--- src/rtl/psc_pkg.sv ---
package psc_pkg;
  typedef enum logic [2:0] {
    ST_IDLE,
    ST_RST,
    ST_WSTAT,
    ST_SHIFT,
    ST_WINIT
  } psc_state_e;
endpackage

--- src/rtl/psc_sync.sv ---
module psc_sync #(
  parameter int unsigned W = 1
) (
  input  logic         clk_i,
  input  logic         rst_ni,
  input  logic [W-1:0] d_i,
  output logic [W-1:0] q_o
);
  logic [W-1:0] s1_q, s2_q;

  always_ff @(posedge clk_i or negedge rst_ni) begin
    if (!rst_ni) begin
      s1_q <= '1;
      s2_q <= '1;
    end else begin
      s1_q <= d_i;
      s2_q <= s1_q;
    end
  end

  assign q_o = s2_q;
endmodule

--- src/rtl/psc_shift.sv ---
module psc_shift (
  input  logic       clk_i,
  input  logic       rst_ni,
  input  logic       en_i,
  input  logic       byte_vld_i,
  input  logic [7:0] byte_i,
  output logic       byte_req_o,
  output logic       sclk_o,
  output logic       sdat_o
);
  logic       have_q, sclk_q, sdat_q;
  logic [7:0] sh_q;
  logic [2:0] left_q;

  assign byte_req_o = en_i && !have_q;

  always_ff @(posedge clk_i or negedge rst_ni) begin
    if (!rst_ni) begin
      have_q <= 1'b0;
      sclk_q <= 1'b0;
      sdat_q <= 1'b0;
      sh_q   <= '0;
      left_q <= '0;
    end else if (!en_i) begin
      have_q <= 1'b0;
      sclk_q <= 1'b0;
      sdat_q <= 1'b0;
    end else if (!have_q) begin
      if (byte_vld_i) begin
        sh_q   <= byte_i;
        sdat_q <= byte_i[0];
        left_q <= 3'd7;
        have_q <= 1'b1;
      end
    end else if (!sclk_q) begin
      sclk_q <= 1'b1;
    end else begin
      // falling edge: advance data while clock is low
      sclk_q <= 1'b0;
      if (left_q == 3'd0) begin
        have_q <= 1'b0;
      end else begin
        sh_q   <= sh_q >> 1;
        sdat_q <= sh_q[1];
        left_q <= left_q - 3'd1;
      end
    end
  end

  assign sclk_o = sclk_q;
  assign sdat_o = sdat_q;

  a_r5_data_stable: assert property (@(posedge clk_i) disable iff (!rst_ni)
    $rose(sclk_q) |-> $stable(sdat_q));
  a_r5_clk_idle: assert property (@(posedge clk_i) disable iff (!rst_ni)
    !$past(en_i) |-> !sclk_q);
endmodule

--- src/rtl/ps_cfg_seq.sv ---
module ps_cfg_seq
  import psc_pkg::*;
#(
  parameter int unsigned N_TGT   = 3,
  parameter int unsigned CLK_MHZ = 100,
  parameter int unsigned TMO_CYC = 2_000_000,
  localparam int unsigned IDX_W  = (N_TGT > 1) ? $clog2(N_TGT) : 1
) (
  input  logic             clk_i,
  input  logic             rst_ni,
  input  logic             start_i,
  input  logic [IDX_W-1:0] tgt_i,
  output logic             busy_o,
  output logic             done_o,
  output logic             err_o,
  output logic             byte_req_o,
  input  logic             byte_vld_i,
  input  logic [7:0]       byte_i,
  output logic [N_TGT-1:0] sel_n_o,
  output logic             cfg_n_o,
  input  logic [N_TGT-1:0] stat_i,
  input  logic [N_TGT-1:0] cdone_i,
  input  logic [N_TGT-1:0] idone_i,
  output logic             sclk_o,
  output logic             sdat_o
);
  localparam int unsigned RST_CYC  = 40 * CLK_MHZ;
  localparam int unsigned INIT_CYC = 18 * CLK_MHZ;

  psc_state_e       state_q;
  logic [IDX_W-1:0] sel_q;
  logic [31:0]      tmr_q, wd_q;
  logic             done_q, err_q, seen_low_q, st_prev_q;
  logic [N_TGT-1:0] st_s, cd_s, id_s;
  logic             st_m, cd_m, id_m, shift_en;

  psc_sync #(.W(3 * N_TGT)) u_sync (
    .clk_i  (clk_i),
    .rst_ni (rst_ni),
    .d_i    ({idone_i, cdone_i, stat_i}),
    .q_o    ({id_s, cd_s, st_s})
  );

  always_comb begin
    st_m = 1'b1;
    cd_m = 1'b0;
    id_m = 1'b1;
    for (int i = 0; i < int'(N_TGT); i++) begin
      if (sel_q == IDX_W'(i)) begin
        st_m = st_s[i];
        cd_m = cd_s[i];
        id_m = id_s[i];
      end
    end
  end

  always_ff @(posedge clk_i or negedge rst_ni) begin
    if (!rst_ni) begin
      state_q    <= ST_IDLE;
      sel_q      <= '0;
      tmr_q      <= '0;
      wd_q       <= '0;
      done_q     <= 1'b0;
      err_q      <= 1'b0;
      seen_low_q <= 1'b0;
      st_prev_q  <= 1'b1;
    end else begin
      st_prev_q <= st_m;
      if (state_q != ST_IDLE && !id_m) seen_low_q <= 1'b1;
      if (state_q inside {ST_WSTAT, ST_SHIFT, ST_WINIT}) wd_q <= wd_q + 32'd1;
      unique case (state_q)
        ST_IDLE: if (start_i) begin
          done_q <= 1'b0;
          err_q  <= 1'b0;
          if (32'(tgt_i) < N_TGT) begin
            sel_q      <= tgt_i;
            tmr_q      <= '0;
            seen_low_q <= 1'b0;
            state_q    <= ST_RST;
          end else begin
            err_q <= 1'b1;
          end
        end
        ST_RST: begin
          if (tmr_q == RST_CYC - 1) begin
            wd_q    <= '0;
            state_q <= ST_WSTAT;
          end else begin
            tmr_q <= tmr_q + 32'd1;
          end
        end
        default: begin
          if (wd_q == TMO_CYC - 1) begin
            err_q   <= 1'b1;
            state_q <= ST_IDLE;
          end else if (state_q == ST_WSTAT) begin
            if (!st_prev_q && st_m) begin
              if (cd_m) begin
                err_q   <= 1'b1;
                state_q <= ST_IDLE;
              end else begin
                state_q <= ST_SHIFT;
              end
            end
          end else if (state_q == ST_SHIFT) begin
            if (!st_m) begin
              err_q   <= 1'b1;
              state_q <= ST_IDLE;
            end else if (cd_m) begin
              tmr_q   <= '0;
              state_q <= ST_WINIT;
            end
          end else begin
            if (tmr_q < INIT_CYC - 1) tmr_q <= tmr_q + 32'd1;
            else if (seen_low_q && id_m) begin
              done_q  <= 1'b1;
              state_q <= ST_IDLE;
            end
          end
        end
      endcase
    end
  end

  // drop the clock in the same edge that sees done or a status fault
  assign shift_en = (state_q == ST_SHIFT) && st_m && !cd_m;

  psc_shift u_shift (
    .clk_i      (clk_i),
    .rst_ni     (rst_ni),
    .en_i       (shift_en),
    .byte_vld_i (byte_vld_i),
    .byte_i     (byte_i),
    .byte_req_o (byte_req_o),
    .sclk_o     (sclk_o),
    .sdat_o     (sdat_o)
  );

  for (genvar g = 0; g < int'(N_TGT); g++) begin : g_sel
    assign sel_n_o[g] = !((state_q != ST_IDLE) && (sel_q == IDX_W'(g)));
  end

  assign busy_o  = (state_q != ST_IDLE);
  assign done_o  = done_q;
  assign err_o   = err_q;
  assign cfg_n_o = (state_q != ST_RST);

  a_r1_one_select: assert property (@(posedge clk_i) disable iff (!rst_ni)
    busy_o |-> ($countones(~sel_n_o) == 1));
  a_r1_idle_release: assert property (@(posedge clk_i) disable iff (!rst_ni)
    !busy_o |-> (sel_n_o == '1));
  a_r2_reset_len: assert property (@(posedge clk_i) disable iff (!rst_ni)
    $rose(cfg_n_o) |-> ($past(tmr_q) == RST_CYC - 1));
  a_r6_quiet_after_done: assert property (@(posedge clk_i) disable iff (!rst_ni)
    (state_q == ST_WINIT) |-> !sclk_o);
  a_r12_exclusive: assert property (@(posedge clk_i) disable iff (!rst_ni)
    !(done_o && err_o));
  a_r8_err_idle: assert property (@(posedge clk_i) disable iff (!rst_ni)
    $rose(err_o) |-> !busy_o);
endmodule

--- config.mk ---
export PLATFORM = sky130hd
export DESIGN_NAME = ps_cfg_seq
export DESIGN_NICKNAME = d
export VERILOG_FILES = /design/src/rtl/psc_pkg.sv /design/src/rtl/psc_sync.sv /design/src/rtl/psc_shift.sv /design/src/rtl/ps_cfg_seq.sv
export SDC_FILE = /design/constraint.sdc
export NUM_CORES = 1
export LEC_CHECK = 0
export BUFFER_PORTS_ARGS = -buffer_cell sky130_fd_sc_hd__clkbuf_2
export CAP_MARGIN = 10
export CORE_AREA = 2 2 94 115
export DETAILED_ROUTE_END_ITERATION = 12
export DIE_AREA = 0 0 96 117
export PLACE_DENSITY_LB_ADDON = 0.3
export SYNTH_ARGS = -nofsm -noshare
export SYNTH_HDL_FRONTEND = slang
export SYNTH_SLANG_ARGS = --single-unit
--- constraint.sdc ---
create_clock -name clk_i -period 6.73 [get_ports clk_i]
set_input_delay 0.3365 -clock clk_i [delete_from_list [all_inputs] [get_ports clk_i]]
set_output_delay 0.3365 -clock clk_i [all_outputs]
set_load 0.1 [all_outputs]
# Yosys cells after proc, flatten, opt, wreduce, memory -nomap -nowiden
# Index checks and enable logic that the tools add are counted.
# Widths: inputs -> output; s select.
[word_totals]
register_bits = 105
latchBits = 0
mem_bits_rw = 0
mem_bits_ro = 0
in_bits = 23
output_inout_bits = 10
n_memories = 0
[classes]
addsub = 3
n_mul = 0
div = 0
magnitude_cmp = 2
eq_ne = 33
n_shift = 0
n_mux = 76
n_bitwise = 1
reduce_logical = 33
[ops]
columns = ["op", "count"]
rows = [
  ["$mux 32", 12],
  ["$add 32x1->32 const B", 2],
  ["$pmux 32 s2", 1],
  ["$mux 3", 15],
  ["$mux 1", 40],
  ["$eq 32x12->1 const B", 1],
  ["$eq 32x21->1 const B", 1],
  ["$lt 32x11->1 const B", 1],
  ["$mux 8", 4],
  ["$ne 2x2->1 const B", 7],
  ["$reduce_and 7->1", 2],
  ["$ne 4x2->1 const B", 3],
  ["$logic_and 1x1->1", 9],
  ["$ne 3x1->1 const B", 3],
  ["$ne 3x3->1 const B", 3],
  ["$ne 2x1->1 const B", 4],
  ["$ne 4x1->1 const B", 2],
  ["$reduce_and 8->1", 1],
  ["$reduce_bool 4->1", 2],
  ["$logic_not 1->1", 7],
  ["$ne 7x4->1 const B", 1],
  ["$eq 3x2->1 const B", 2],
  ["$logic_not 3->1", 2],
  ["$ne 6x4->1 const B", 1],
  ["18 further kinds", 22],
]

# Logic depth before layout (Yosys ltp)
[logic_depth]
ltp_word = 11
mapped_depth = 10
mapped_depth_nobuf = 8

# Modules after synthesis
# From an unflattened synthesis, not the netlist that was laid out.
[hier_totals]
cells_unflattened = 565
hier_area_um2 = 5340.1
[by_module_without_submodules]
columns = ["module", "instances", "cells_each", "area_each_um2", "seq_area_each_um2"]
rows = [
  ["ps_cfg_seq", 1, 481, 4165.2, 1828.0],
  ["psc_shift", 1, 66, 701.9, 325.3],
  ["psc_sync", 1, 18, 473.0, 473.0],
]

# Worst setup path after synthesis
# Ideal clock, no wire load.
[synth_timing]
kind = "reg2out"
startpoint = "register sel_q[0]"
endpoint = "output port byte_req_o"
arrival_time_ns = 2.538
required_ns = 6.393
path_slack_ns = 3.856
path_stages_with_launch = 6
n_path_buf = 1
path_cell_list = "dfrtp_1 > buf_2 > nand2b_1 > o221ai_1 > or3_1 > nor2_1"
[synth_via]
elab_chain_len = 7
elab_cells_between_ends = 13
classes_between = "eq/ne: 2; mux: 6; reduce/logical: 5"
[synth_lines]
columns = ["item", "line", "text"]
rows = [
  ["start: declaration", "ps_cfg_seq.sv:31", "logic [IDX_W-1:0] sel_q;"],
  ["start signal: assignment", "ps_cfg_seq.sv:76", "sel_q <= tgt_i;"],
  ["$logic_not 2->1", "ps_cfg_seq.sv:49", "if (sel_q == IDX_W'(i)) begin"],
  ["$mux 1 (3 in a row)", "ps_cfg_seq.sv:49", ""],
  ["$logic_and 1x1->1 / $logic_not 1->1 (equally long branches)", "ps_cfg_seq.sv:126", "assign shift_en = (state_q == ST_SHIFT) && st_m && !cd_m;"],
  ["$logic_and 1x1->1 *", "ps_cfg_seq.sv:126", ""],
  ["$logic_and 1x1->1 *", "psc_shift.sv:15", "assign byte_req_o = en_i && !have_q;"],
  ["end: declaration", "ps_cfg_seq.sv:16", "output logic byte_req_o,"],
]
# Mark *: on every way between the ends. The rest lies on a longest branch, timed or not.

# Final worst setup path
[layout_timing]
startpoint = "register tmr_q[0]"
endpoint = "register tmr_q[28]"
[layout_via]
elab_chain_len = 6
elab_cells_between_ends = 12
classes_between = "add/sub: 1; order compare: 1; eq/ne: 2; mux: 6; reduce/logical: 2"
[layout_lines]
columns = ["item", "line", "text"]
rows = [
  ["start: declaration", "ps_cfg_seq.sv:32", "logic [31:0] tmr_q, wd_q;"],
  ["start signal: assignment", "ps_cfg_seq.sv:89", "tmr_q <= tmr_q + 32'd1;"],
  ["start signal: assignment", "ps_cfg_seq.sv:114", "if (tmr_q < INIT_CYC - 1) tmr_q <= tmr_q + 32'd1;"],
  ["$add 32x1->32", "ps_cfg_seq.sv:89, ps_cfg_seq.sv:114", ""],
  ["$mux 32", "ps_cfg_seq.sv:114", ""],
  ["$mux 32", "ps_cfg_seq.sv:105", "end else if (state_q == ST_SHIFT) begin"],
  ["$mux 32", "ps_cfg_seq.sv:96", "end else if (state_q == ST_WSTAT) begin"],
  ["$mux 32", "ps_cfg_seq.sv:93", "if (wd_q == TMO_CYC - 1) begin"],
  ["$pmux 32 s2", "ps_cfg_seq.sv:71", "unique case (state_q)"],
]
# Parallel ways exist; a longest one is shown, timed or not. The select of a mux whose other input is x is not followed.
# A chain may end at the register's enable or synchronous reset.

==> results.yml <==
grt:
  antenna_found_initial: 0
  grt_max_degree: 63
  globalRouteOverflowTotal: 0
  grt_pass1_vias: 4799
  grt_usage: 0.251
  grt_pass1_wl_um: 22300
yosys:
  ys_seq_elements: 104
  yosysTopAreaCell: "dfrtp_1"
  async_reset_ff_frac: 1.00
  synth_top_area_frac: 0.376
  mappedNetlistNets: 618
  synth_edf_count: 0
  syn-cell-area_mm2: 0.00565
  seq_area_frac_synth: 0.464
  yosys_warnings: 0
  yosysUniqueCellTypes: 67
  yosys_most_used_dff: "dfrtp_1"
  syn_avg_cell_area_um2: 9.57
  synthCells: 591
  synth.area.top_cells: "dfrtp_1, dfstp_2, nor2_1"
route:
  wire_per_inst_um: 17.5
  vias: 4736
  dr.pass1.iters: 5
  drc: 0
  finalWirelength_um: 13000
  ant_nets: 0
  routed_via_density: 6.40
  drt_iter0_drc: 318
timing:
  worst_pin_slew_ns: 1.19
  fmax_mhz: 295
  fin_crit_sh: 0.503
  slew_headroom: 0.205
  period_needed_ns: 3.39
  worst_clock_skew_ns: 0.00989
  timing.setup.tns_ns: 0
  rsz0062_at_grt: "no"
  hold_viol_final: 0
  finalSetupViolCount: 0
  final_max_slew_viol_count: 0
die:
  core_area_mm2: 0.0102
  row_count: 41
  ioPinCount: 33
  initial_core_util: 0.554
  die_h_um: 117
  die-area_mm2: 0.0112
  fp.dieW_um: 96
clocking:
  post_cts_buffers: 0
  clk_transition_reported_paths_ns: 0.08
  clkLatencyLatePin_ns: 0.35
  htree_levels: 3
  cts_buffer_depth: 2
  cts_tree: "yes"
  cts_buffers: 9
  cts_sinks: 104
  cts-root-buf: "clkbuf_16"
  ctsResizeCount: 0
finish:
  final_cell_mix: "dfrtp_1, nor2_1, nand2_1"
  final_common_cell: "dfrtp_1"
  instances_no_fill: 740
  area_growth_pct: 9.94
  final_layout_size_suffix_gt1_frac: 0.165
  fin_util: 0.609
  diodes: 0
  final_nets: 633
  fill_cells: 852
critical_path:
  crit_path_end_kind: "flop"
  crit_path_max_fanout: 25
  path_class: "flop to flop"
  worst_setup_path_start_kind: "flop"
  arrival_ns: 3.63
  cp.required_ns: 6.97
place:
  gp_congestion: 0.870
  port_buffers: 32
  place.detailed.hpwl_um: 8740
  dp_cells: 722
power:
  ir_drop_uv: 238
  p_comb_frac: 0.401
  sw_frac_of_total: 0.437
  power_density_mw_per_mm2: 381
  p_seq_frac: 0.358
  p_sw_uw: 1030
  p_clk_frac: 0.241
  leakagePower_uw: 0.00259
  p_int_uw: 1330
hold_path:
  hp-class: "primary input to flop"
run_status:
  status: "finished clean"
run:
  drv_cap: 0
layer usage:
layer	track usage	vias to the layer above	routed length [µm]
li1	-	2233	-
met1	0.312	2325	5400
met2	0.433	146	6730
met3	0.0314	32	543
met4	0.114	0	304
met5	0	-	0
path summary, 6_finish.rpt:
path / end / start / slack [ns] / depth (start not counted)
max: tmr_q[28] / tmr_q[0] / 3.34 / 7
min: u_sync.s1_q[1] / stat_i[1] / 0.06 / 1
max reg2reg: tmr_q[28] / tmr_q[0] / 3.34 / 7
min reg2reg: u_sync.q_o[3] / u_sync.s1_q[3] / 0.36 / 0
max in group asynchronous: tmr_q[20] / rst_ni / 5.03 / 3
min in group asynchronous: u_shift.left_q[2] / rst_ni / 0.51 / 2
cell families after synthesis:
family,after synthesis,synth area share
xor+xnor,28,0.0434
fa+ha+maj,4,0.00885
mux,14,0.0261
flops,104,0.464
compound gates,138,0.178
buf+inv,52,0.0394
simple gates,251,0.239
layout make-up:
type	instances	area, µm²	area share
inverter	18	67.6	0.0109
tap	129	161	0.0260
clock buffer	11	264	0.0425
sequential	104	2630	0.423
timing repair buffer	38	218	0.0350
clock inverter	5	67.6	0.0109
multi-input combinational	435	2810	0.452
metrics by stage:
stage          hold WS (ns)  worst slack [ns]  instance area [µm²]  power, µW
2_1_floorplan        0.0409              3.86                 5650       1610
3_3_place_gp          0.340              3.05                 5860       1760
3_5_place_dp          0.347              2.94                 5860       1790
4_1_cts              0.0536              2.90                 6200       2370
5_1_grt              0.0564              3.08                 6220       2500
6_report             0.0582              3.34                 6220       2370
worst max-delay path, stage by stage (launching register included):
cell     delay, ns
dfrtp_1       0.41
ha_1          0.25
and3_1        0.29
and4_1        0.26
and4b_1       0.32
o32ai_4       0.86
o21ai_2       0.44
o41ai_1       0.46
registers in the layout (all words and copies together), names as in the netlist, 2 cells and up:
signal	count
sel_q	2
state_q	3
tmr_q	32
u_shift.left_q	3
u_shift.sh_q	7
u_sync.q_o	9
u_sync.s1_q	9
wd_q	32
power by group through the flow:
| stage | logic, µW | clock network (µW) | registers (µW) |
|---|---|---|---|
| 6_report | 950 | 572 | 847 |
| 2_1_floorplan | 773 | 0 | 837 |
| 5_1_grt | 1040 | 603 | 862 |
| 4_1_cts | 946 | 583 | 845 |
| 3_5_place_dp | 941 | 0 | 854 |
| 3_3_place_gp | 910 | 0 | 849 |
cells in the mapped netlist (8+ instances only):
| cell | n |
|---|---|
| nor2_1 | 58 |
| xor2_1 | 20 |
| o2bb2ai_1 | 9 |
| nand2_1 | 49 |
| o31ai_1 | 10 |
| nand3_1 | 30 |
| mux2i_1 | 11 |
| and4_1 | 10 |
| nand4_1 | 18 |
| inv_1 | 17 |
| clkbuf_1 | 23 |
| o22ai_1 | 14 |
| and3_1 | 10 |
| o221ai_1 | 11 |
| dfrtp_1 | 85 |
| xnor2_1 | 8 |
| o211ai_1 | 14 |
| nor3_1 | 13 |
| o21ai_0 | 20 |
| nor4_1 | 12 |
| a21oi_1 | 18 |
| dfstp_2 | 19 |
repair_timing:
action,4_1_cts,5_1_grt
setup endpoints to repair,0,0
hold buffers,1,0
endpoints found under the hold margin,23,0
No activity file was read; power rests on OpenSTA's default activity.
